--- src/rtl/flash_seq_pkg.sv ---
package flash_seq_pkg;

  typedef enum logic [2:0] {
    OP_NONE   = 3'd0,
    OP_PROG   = 3'd1,
    OP_ERASE  = 3'd2,
    OP_SUSP   = 3'd3,
    OP_RESUME = 3'd4
  } op_e;

  typedef enum logic [2:0] {
    ST_IDLE,
    ST_PROG,
    ST_ERASE,
    ST_PROG_IN_ES,
    ST_SUSP_WAIT,
    ST_HELD_P,
    ST_HELD_E
  } st_e;

  localparam int ERR_ILGL = 0;
  localparam int ERR_PRG  = 1;
  localparam int ERR_ERS  = 2;
  localparam int ERR_INT  = 3;
  localparam int N_ERR    = 4;

endpackage

--- src/rtl/flash_seq_timer.sv ---
module flash_seq_timer #(
  parameter int CNT_W       = 6,
  parameter int SUS_RDY_CYC = 5
) (
  input  logic             clk,
  input  logic             rst,
  input  logic             load,
  input  logic [CNT_W-1:0] load_val,
  input  logic             run,
  output logic [CNT_W-1:0] rem,
  output logic             last,
  output logic             susp_ok
);

  localparam int ELW = $clog2(SUS_RDY_CYC + 2);

  logic [ELW-1:0] elapsed;

  always_ff @(posedge clk) begin
    if (rst) begin
      rem     <= '0;
      elapsed <= '0;
    end else if (load) begin
      rem     <= load_val;
      elapsed <= '0;
    end else if (run) begin
      if (rem != '0) rem <= rem - 1'b1;
      if (elapsed != ELW'(SUS_RDY_CYC)) elapsed <= elapsed + 1'b1;
    end
  end

  assign last    = (rem == CNT_W'(1));
  assign susp_ok = (elapsed == ELW'(SUS_RDY_CYC));

endmodule

--- src/rtl/flash_seq_rst_hold.sv ---
module flash_seq_rst_hold #(
  parameter int RST_MIN = 4
) (
  input  logic clk,
  input  logic rst,
  input  logic ctl_reset,
  output logic hold_q,
  output logic err_clear
);

  localparam int HW = $clog2(RST_MIN + 1);

  logic [HW-1:0] cnt;

  always_ff @(posedge clk) begin
    if (rst) begin
      cnt    <= '0;
      hold_q <= 1'b0;
    end else begin
      hold_q <= ctl_reset;
      if (!ctl_reset)                cnt <= '0;
      else if (cnt != HW'(RST_MIN))  cnt <= cnt + 1'b1;
    end
  end

  assign err_clear = ctl_reset && (cnt == HW'(RST_MIN - 1));

endmodule

--- src/rtl/flash_seq_fsm.sv ---
module flash_seq_fsm
  import flash_seq_pkg::*;
#(
  parameter int BLK_W     = 4,
  parameter int CNT_W     = 6,
  parameter int PROG_CYC  = 20,
  parameter int ERASE_CYC = 60,
  parameter int SUS_LAT   = 3
) (
  input  logic             clk,
  input  logic             rst,
  input  logic             cmd_valid,
  input  logic [2:0]       cmd_op,
  input  logic [BLK_W-1:0] cmd_blk,
  input  logic             mode_wr,
  input  logic             mode_val,
  input  logic             hold,
  input  logic             err_clear,
  input  logic             array_fault,
  input  logic             ctl_fault,
  input  logic             tmr_last,
  input  logic [CNT_W-1:0] tmr_rem,
  input  logic             tmr_susp_ok,
  output logic             tmr_load,
  output logic [CNT_W-1:0] tmr_load_val,
  output logic             tmr_run,
  output st_e              st_q,
  output logic             mode_q,
  output logic [N_ERR-1:0] err_q
);

  localparam int LW = $clog2(SUS_LAT + 1);

  st_e              st_n;
  logic             mode_n;
  logic [LW-1:0]    lat_q, lat_n;
  logic [CNT_W-1:0] sav_q, sav_n;
  logic             kind_q, kind_n;
  logic [BLK_W-1:0] eblk_q, eblk_n;
  logic [N_ERR-1:0] err_set;
  logic             busy, cmd_ok;
  op_e              op;

  assign op     = op_e'(cmd_op);
  assign busy   = (st_q == ST_PROG) || (st_q == ST_ERASE) || (st_q == ST_PROG_IN_ES);
  assign cmd_ok = cmd_valid && mode_q && !(|err_q) && !hold && !mode_wr;

  always_comb begin
    st_n         = st_q;
    mode_n       = mode_q;
    lat_n        = lat_q;
    sav_n        = sav_q;
    kind_n       = kind_q;
    eblk_n       = eblk_q;
    tmr_load     = 1'b0;
    tmr_load_val = '0;
    tmr_run      = busy;
    err_set      = '0;

    // operation end, optionally with an array failure
    if (busy && tmr_last) begin
      st_n = (st_q == ST_PROG_IN_ES) ? ST_HELD_E : ST_IDLE;
      if (array_fault) begin
        if (st_q == ST_ERASE) err_set[ERR_ERS] = 1'b1;
        else                  err_set[ERR_PRG] = 1'b1;
      end
    end

    // suspend latency countdown
    if (st_q == ST_SUSP_WAIT) begin
      if (lat_q <= LW'(1)) st_n = kind_q ? ST_HELD_E : ST_HELD_P;
      else                 lat_n = lat_q - 1'b1;
    end

    if (cmd_ok) begin
      case (st_q)
        ST_IDLE: begin
          if (op == OP_PROG) begin
            st_n         = ST_PROG;
            tmr_load     = 1'b1;
            tmr_load_val = CNT_W'(PROG_CYC);
          end else if (op == OP_ERASE) begin
            st_n         = ST_ERASE;
            tmr_load     = 1'b1;
            tmr_load_val = CNT_W'(ERASE_CYC);
            eblk_n       = cmd_blk;
          end else begin
            err_set[ERR_ILGL] = 1'b1;
          end
        end
        ST_PROG, ST_ERASE: begin
          if (op == OP_SUSP && tmr_susp_ok) begin
            // on the last busy cycle the operation simply completes
            if (!tmr_last) begin
              st_n    = ST_SUSP_WAIT;
              tmr_run = 1'b0;
              lat_n   = LW'(SUS_LAT);
              sav_n   = tmr_rem;
              kind_n  = (st_q == ST_ERASE);
            end
          end else begin
            err_set[ERR_ILGL] = 1'b1;
          end
        end
        ST_HELD_P: begin
          if (op == OP_RESUME) begin
            st_n         = ST_PROG;
            tmr_load     = 1'b1;
            tmr_load_val = sav_q;
          end else begin
            err_set[ERR_ILGL] = 1'b1;
          end
        end
        ST_HELD_E: begin
          if (op == OP_RESUME) begin
            st_n         = ST_ERASE;
            tmr_load     = 1'b1;
            tmr_load_val = sav_q;
          end else if (op == OP_PROG && cmd_blk != eblk_q) begin
            st_n         = ST_PROG_IN_ES;
            tmr_load     = 1'b1;
            tmr_load_val = CNT_W'(PROG_CYC);
          end else begin
            err_set[ERR_ILGL] = 1'b1;
          end
        end
        default: err_set[ERR_ILGL] = 1'b1;
      endcase
    end

    // mode-entry writes
    if (mode_wr) begin
      if (mode_val) begin
        if (st_q == ST_IDLE) mode_n = 1'b1;
      end else if (st_q == ST_IDLE || st_q == ST_HELD_P || st_q == ST_HELD_E) begin
        mode_n = 1'b0;
        st_n   = ST_IDLE;
      end
    end

    if (ctl_fault) err_set[ERR_INT] = 1'b1;

    if (|err_set) begin
      st_n     = ST_IDLE;
      tmr_run  = 1'b0;
      tmr_load = 1'b0;
    end

    if (hold) begin
      st_n     = ST_IDLE;
      mode_n   = 1'b0;
      tmr_run  = 1'b0;
      tmr_load = 1'b0;
      err_set  = '0;
    end
  end

  always_ff @(posedge clk) begin
    if (rst) begin
      st_q   <= ST_IDLE;
      mode_q <= 1'b0;
      lat_q  <= '0;
      sav_q  <= '0;
      kind_q <= 1'b0;
      eblk_q <= '0;
    end else begin
      st_q   <= st_n;
      mode_q <= mode_n;
      lat_q  <= lat_n;
      sav_q  <= sav_n;
      kind_q <= kind_n;
      eblk_q <= eblk_n;
    end
  end

  for (genvar i = 0; i < N_ERR; i++) begin : g_err
    always_ff @(posedge clk) begin
      if (rst || err_clear) err_q[i] <= 1'b0;
      else if (err_set[i])  err_q[i] <= 1'b1;
    end
  end

endmodule

--- src/rtl/flash_seq.sv ---
module flash_seq
  import flash_seq_pkg::*;
#(
  parameter int BLK_W       = 4,
  parameter int PROG_CYC    = 20,
  parameter int ERASE_CYC   = 60,
  parameter int SUS_RDY_CYC = 5,
  parameter int SUS_LAT     = 3,
  parameter int RST_MIN     = 4
) (
  input  logic             clk,
  input  logic             rst,
  input  logic             cmd_valid,
  input  logic [2:0]       cmd_op,
  input  logic [BLK_W-1:0] cmd_blk,
  input  logic             mode_wr,
  input  logic             mode_val,
  input  logic             ctl_reset,
  input  logic             array_fault,
  input  logic             ctl_fault,
  output logic             mode_entry,
  output logic             rd_en,
  output logic             st_ready,
  output logic             st_susp_ok,
  output logic             st_prg_held,
  output logic             st_ers_held,
  output logic             err_illegal,
  output logic             err_prog,
  output logic             err_erase,
  output logic             err_internal
);

  localparam int MAX_CYC = (PROG_CYC > ERASE_CYC) ? PROG_CYC : ERASE_CYC;
  localparam int CNT_W   = $clog2(MAX_CYC + 1);

  logic             hold_q, err_clear;
  logic             tmr_load, tmr_run, tmr_last, tmr_susp_ok;
  logic [CNT_W-1:0] tmr_load_val, tmr_rem;
  st_e              st_q;
  logic             mode_q;
  logic [N_ERR-1:0] err_q;

  flash_seq_rst_hold #(.RST_MIN(RST_MIN)) u_hold (
    .clk       (clk),
    .rst       (rst),
    .ctl_reset (ctl_reset),
    .hold_q    (hold_q),
    .err_clear (err_clear)
  );

  flash_seq_timer #(.CNT_W(CNT_W), .SUS_RDY_CYC(SUS_RDY_CYC)) u_tmr (
    .clk      (clk),
    .rst      (rst),
    .load     (tmr_load),
    .load_val (tmr_load_val),
    .run      (tmr_run),
    .rem      (tmr_rem),
    .last     (tmr_last),
    .susp_ok  (tmr_susp_ok)
  );

  flash_seq_fsm #(
    .BLK_W(BLK_W), .CNT_W(CNT_W), .PROG_CYC(PROG_CYC),
    .ERASE_CYC(ERASE_CYC), .SUS_LAT(SUS_LAT)
  ) u_fsm (
    .clk          (clk),
    .rst          (rst),
    .cmd_valid    (cmd_valid),
    .cmd_op       (cmd_op),
    .cmd_blk      (cmd_blk),
    .mode_wr      (mode_wr),
    .mode_val     (mode_val),
    .hold         (ctl_reset),
    .err_clear    (err_clear),
    .array_fault  (array_fault),
    .ctl_fault    (ctl_fault),
    .tmr_last     (tmr_last),
    .tmr_rem      (tmr_rem),
    .tmr_susp_ok  (tmr_susp_ok),
    .tmr_load     (tmr_load),
    .tmr_load_val (tmr_load_val),
    .tmr_run      (tmr_run),
    .st_q         (st_q),
    .mode_q       (mode_q),
    .err_q        (err_q)
  );

  assign mode_entry   = mode_q;
  assign rd_en        = !mode_q && !hold_q;
  assign st_ready     = (st_q == ST_IDLE) || (st_q == ST_HELD_P) || (st_q == ST_HELD_E);
  assign st_susp_ok   = ((st_q == ST_PROG) || (st_q == ST_ERASE)) && tmr_susp_ok;
  assign st_prg_held  = (st_q == ST_HELD_P);
  assign st_ers_held  = (st_q == ST_HELD_E) || (st_q == ST_PROG_IN_ES);
  assign err_illegal  = err_q[ERR_ILGL];
  assign err_prog     = err_q[ERR_PRG];
  assign err_erase    = err_q[ERR_ERS];
  assign err_internal = err_q[ERR_INT];

endmodule

--- config.mk ---
export PLATFORM = sky130hd
export DESIGN_NAME = flash_seq
export DESIGN_NICKNAME = d
export VERILOG_FILES = /design/src/rtl/flash_seq_pkg.sv /design/src/rtl/flash_seq_timer.sv /design/src/rtl/flash_seq_rst_hold.sv /design/src/rtl/flash_seq_fsm.sv /design/src/rtl/flash_seq.sv
export SDC_FILE = /design/constraint.sdc
export NUM_CORES = 1
export LEC_CHECK = 0
export ABC_AREA = 1
export BUFFER_PORTS_ARGS = -buffer_cell sky130_fd_sc_hd__buf_2
export CORE_MARGIN = 5
export CORE_UTILIZATION = 55
export CTS_CLUSTER_SIZE = 10
export DETAILED_ROUTE_END_ITERATION = 8
export GPL_TIMING_DRIVEN = 0
export PLACE_DENSITY_LB_ADDON = 0.15
export REMOVE_ABC_BUFFERS = 1
export SYNTH_ARGS = -nofsm -noshare
export SYNTH_HDL_FRONTEND = slang
export SYNTH_SLANG_ARGS = --single-unit
--- constraint.sdc ---
create_clock -name clk -period 3.1 [get_ports clk]
set_clock_uncertainty 0.05 [all_clocks]
set_input_delay 0.62 -clock clk [delete_from_list [all_inputs] [get_ports clk]]
set_output_delay 0.62 -clock clk [all_outputs]
set_load 0.005 [all_outputs]
Yosys cells after proc, flatten, opt, wreduce, memory -nomap -nowiden:

Index checks and enable logic that the tools add are counted.
W data, S select, Z words.

* register bits: 34
* word-level logic and storage cells: 142
* input bits: 15
* output and inout bits: 10

* eq/ne operators: 17
* muxes and demuxes: 65
* add/subtract/negate cells: 4
* order comparisons: 1
* reductions and logical operators: 38
* bitwise logic cells: 3

Operator list (number)
* $mux W6: 8
* $mux W3: 15
* $mux W1: 27
* $mux W2: 9
* $pmux W6 S3: 1
* $eq A3 B2 Y1 const B: 5
* $eq A3 B3 Y1 const B: 5
* $pmux W3 S4: 1
* $logic_and A1 B1 Y1: 10
* $reduce_and A4 Y1: 2
* $reduce_or A2 Y1: 4
* $reduce_or A4 Y1: 2
* $add A3 B1 Y3 const B: 2
* $eq A3 B1 Y1 const B: 2
* $eq A6 B1 Y1 const B: 1
* $logic_or A1 B1 Y1: 6
* $ne A3 B3 Y1 const B: 2
* $reduce_bool A2 Y1: 3
* $reduce_bool A6 Y1: 1
* $reduce_or A6 Y1: 1
* $sub A6 B1 Y6 const B: 1
* $logic_not A1 Y1: 5
* $mux W5: 1
* $mux W4: 1
* other kinds (10): 13

Depth between registers and ports, before layout:

* word-level depth: 14
* gate-level depth with buffers: 17

Hierarchy:

Synthesis repeated with hierarchy kept, for this count alone.

* cell total of the unflattened synthesis: 343
* area, all modules: 2200.9 sq um

Modules (own cells, without submodules)
* flash_seq_fsm: instances 1, area an instance 1337.5 sq um, cells each 218, sequential area each 420.4 sq um
* flash_seq_timer: instances 1, area an instance 599.3 sq um, cells each 83, sequential area each 180.2 sq um
* flash_seq_rst_hold: instances 1, area an instance 205.2 sq um, cells each 27, sequential area each 80.1 sq um
* flash_seq: instances 1, area an instance 58.8 sq um, cells each 15, sequential area each 0.0 sq um

Least setup slack after synthesis:

No wires, ideal clock.

* kind: input to register
* start: in mode_wr
* end: reg u_tmr.rem[1]
* data required time: 2.937 ns
* cell stages on the path: 10
* setup slack: 1.111 ns
* arrival: 1.825 ns
* cell sequence: inv_1 nand4_1 nor2_1 nand2_4 nor3b_2 nand4_2 nand2_2 buf_6 o21ai_1 nor2_1

* longest elaborated chain between the ends: 8
* elaborated cells between the ends (all ways): 15
* those cells by class: mux (9); reduce/logical (6)

Ends and longest elaborated chain
* start: declaration: RTL line flash_seq.sv:16 `input logic mode_wr,`
* $logic_not A1 Y1 *: RTL line flash_seq_fsm.sv:46 `assign cmd_ok = cmd_valid && mode_q && !(|err_q) && !hold && !mode_wr;`
* $logic_and A1 B1 Y1 *: RTL line flash_seq_fsm.sv:46
* $mux W1: RTL line flash_seq_fsm.sv:75 `if (cmd_ok) begin`
* $reduce_or A4 Y1: RTL line flash_seq_fsm.sv:143 `if (|err_set) begin`
* $mux W1: RTL line flash_seq_fsm.sv:143
* $mux W1: RTL line flash_seq_fsm.sv:149 `if (hold) begin`
* $reduce_bool A2 Y1 (no source line)
* $reduce_and A2 Y1 (no source line)
* end signal: assignment: RTL line flash_seq_timer.sv:24 `rem <= load_val;`
* end signal: assignment: RTL line flash_seq_timer.sv:27 `if (rem != '0) rem <= rem - 1'b1;`
* end: declaration: RTL line flash_seq_timer.sv:10 `output logic [CNT_W-1:0] rem,`

Every way passes the cells marked *; elsewhere a longest branch is shown, timed or not.
A chain may end at the register's enable or synchronous reset.

Worst setup path in the final report:

* start: reg u_fsm.st_q[0]
* end: out st_ready

* longest elaborated chain between the ends: 3
* elaborated cells between the ends (all ways): 5
* those cells by class: eq/ne (2); reduce/logical (3)

Ends and longest elaborated chain
* start: declaration: RTL line flash_seq_fsm.sv:27 `output st_e st_q,`
* start signal: assignment: RTL line flash_seq_fsm.sv:167 `st_q <= st_n;`
* $eq A3 B3 Y1 or $logic_not A3 Y1 (tied branches): RTL line flash_seq.sv:90 `assign st_ready = (st_q == ST_IDLE) || (st_q == ST_HELD_P) || (st_q == ST_HELD_E);`
* $logic_or A1 B1 Y1: RTL line flash_seq.sv:90
* $logic_or A1 B1 Y1 *: RTL line flash_seq.sv:90
* end: declaration: RTL line flash_seq.sv:23 `output logic st_ready,`

Marks and branches as above.

==> reports/results.txt <==
result of the run: completed
area of all placed cells without fillers: 0.00246 mm2
DRC viols: 0
unrepaired setup endpoints after global routing: no
Clock Root Buffer: sky130_fd_sc_hd__clkbuf_8
Leak Pwr: 1.16 nW
largest voltage drop on the vdd net: 0.390 mV
power density normalized to cell area: 342 mW/mm2
combinational share of power: 0.077
internal power consumption: 0.643 mW
met3 layer usage reported by global route: 0.0451
Final GP Congestion: 0.941
type of the worst setup path: register to primary output
largest net degree at the start of global routing: 14
sequential share of power: 0.527
worst slew margin relative to its limit: 0.642
PortBufs: 24
Hold Fails Final Rpt: 0
buffer levels on the longest clock path: 2
instance area after placement: 0.00237 mm2
violation count after the first detailed-route iteration: 96
sequential area share after synthesis: 0.305
slew at the pin closest to its max-slew limit: 0.534 ns
vertical die dimension: 73.7 um
Synth Instances: 336
Crit. End Element: primary output
global-route wire length before repair: 8740 um
CTS tree: built
worst hold slack across all endpoints: 0.424 ns
area of the mapped netlist: 0.00223 mm2
CTS clk-pin slew, worst paths: 0.07 ns
largest area contributor in the synthesized netlist: sky130_fd_sc_hd__dfxtp_1
synth unique cells: 41
kind of start point of the critical path: register
CTS H-tree lvls: 2
layout overhead on the synthesized area: 10.2%
die footprint: 0.00543 mm2
commonest cells after routing, fill and taps aside: 68 x sky130_fd_sc_hd__nand2_1, 49 x sky130_fd_sc_hd__inv_1, 48 x sky130_fd_sc_hd__nor2_1
met1 routing resource usage after global routing: 0.251
most used cell along the critical path: sky130_fd_sc_hd__inv_1
DR WL/cell: 12.1 um
number of antenna diodes: 0
sum of net half-perimeters after detailed placement: 3950 um
Final Worst Setup Slack: 0.922 ns
drt pass-1 iters: 4
post-route minimum period: 2.18 ns
Post-layout nets: 386
proportion of layout cells with a drive suffix above 1: 0.166
master of the slowest instance on the critical path: sky130_fd_sc_hd__dfxtp_1
Final Slew Violations: 0
synthesis warning total: 0
data required time at the worst endpoint: 2.43 ns
Via density: 5.24
WL final: 4990 um
post-route antenna net violation count: 0
switching power: 0.198 mW
leading cell types by total area after synthesis: sky130_fd_sc_hd__dfxtp_1 31%, sky130_fd_sc_hd__nand2_1 11%, sky130_fd_sc_hd__inv_1 8.2%
Tcrit/Tclk final: 0.702
clock insertion delay at the later pin of the skew report: 0.28 ns
overall fraction of global-route tracks in use: 0.206
total of flip-flops plus latches after synthesis: 34
number of global-route vias before repair: 2000
remaining global-route overflow: 0
most common cell after layout, fill and taps aside: sky130_fd_sc_hd__nand2_1
upper clock frequency limit: 459 MHz
arrival time of data at the critical path endpoint: 1.51 ns
Num CTS Buffers: 5
fraction of post-synthesis cell area in the top cell type by area: 0.305
area of the core region: 0.00397 mm2
count of boundary I/O pins: 25
Primary FF master, synth: sky130_fd_sc_hd__dfxtp_1
mean instance size in the synthesized netlist: 6.64 um2
clock share of power: 0.395
setup violation total in the final timing report: 0
hold buffer count at CTS: 0
placement-stage worst setup slack: 0.702 ns
antenna violations before repair: 0
number of synthesized flops with an enable pin: 0
most crowded layer after global routing: met2
Sw Share: 0.236
register cell area after layout: 681 um2
overall die width: 73.7 um
initial standard-cell utilization of the core: 0.562
global-route track usage on met2: 0.352
top fanout value on the critical path: 8
total clock sinks: 34
Core Rows: 23
setup bufs post-CTS: 0
cells along the critical path: inv_1 -> nand3_2 -> nand2_2 -> nor2_1 -> inv_1 -> buf_2
cts repair resizes: 0
max-cap violation count: 0
type of the worst min-delay path: register to register
multi-input logic area: 0.00130 mm2
detailed-route via count: 2159
Setup Total Neg Slack: 0 ns
ys async rst share: 0
count of fill cells added during filler insertion: 387
delay of the slowest critical-path stage: 0.50 ns
Yosys cell counts, drive strengths merged, types with 4 or more instances:
cell type  instances
dfxtp             34
nand3             20
nand2             73
nor3               5
buf                4
nand4             10
nor2              55
o21ai             17
ha                10
inv               54
a21oi             26
a211oi             7
registers in the layout, indices dropped and copies added (netlist names):
signal         flops
u_tmr.elapsed      3
u_fsm.lat_q        2
u_fsm.sav_q        6
u_hold.cnt         3
u_fsm.st_q         3
u_fsm.kind_q       1
u_tmr.rem          6
u_fsm.err_q        4
u_fsm.eblk_q       4
u_hold.hold_q      1
u_fsm.mode_q       1
routing by layer:
metal,up-vias,share of wire
met2,44,0.47
met1,971,0.46
met4,0,0.021
met5,-,0
met3,10,0.044
li1,1134,-
path summary, 6_finish.rpt:
path | end | slack (ns) | start | cells past startpoint
setup / recovery | st_ready | 0.92 | u_fsm.st_q[0] | 6
hold / removal | u_fsm.sav_q[3] | 0.42 | u_fsm.sav_q[3] | 2
setup reg to reg | u_tmr.rem[1] | 0.98 | u_tmr.rem[1] | 12
hold reg to reg | u_fsm.sav_q[3] | 0.42 | u_fsm.sav_q[3] | 2
power groups by stage:
stage | Sequential (mW) | Clock (mW) | Combinational (mW)
final | 0.443 | 0.332 | 0.0648
after global routing | 0.444 | 0.367 | 0.0736
after CTS | 0.443 | 0.347 | 0.0647
after detailed placement | 0.453 | 0 | 0.0643
after global placement | 0.453 | 0 | 0.0636
after floorplan | 0.453 | 0 | 0.0389
critical path: cells and delay by family, from the launching register on:
family | cells | cell delay [ns]
buffers and inverters | 3 | 0.35
DFF | 1 | 0.50
and+or+nand+nor | 3 | 0.38
layout make-up:
type | count | share of cell area
Clock buffer | 7 | 0.0351
Clock inverter | 1 | 0.00204
Inverter | 55 | 0.0840
Multi-Input combinational cell | 241 | 0.528
Sequential cell | 34 | 0.277
Tap cell | 50 | 0.0254
Timing Repair Buffer | 24 | 0.0489
cells by family (layout without fill, tap and decap cells):
family	Yosys count	in the layout	share of synthesized area
xor gates and xnor gates	4	4	0.0157
DFF	34	34	0.305
and+or+nand+nor	169	169	0.353
adders and majority gates	10	10	0.0561
buffers and inverters	61	87	0.113
AOI/OAI and AO/OA	58	58	0.157
through the flow:
stage,power (mW),instances,util
2_1_floorplan,0.492,330,-
3_3_place_gp,0.517,404,0.596
3_5_place_dp,0.518,404,0.596
4_1_cts,0.855,412,0.619
5_1_grt,0.885,412,0.619
6_report,0.841,412,0.619
No activity file was read; power rests on OpenSTA's default activity.
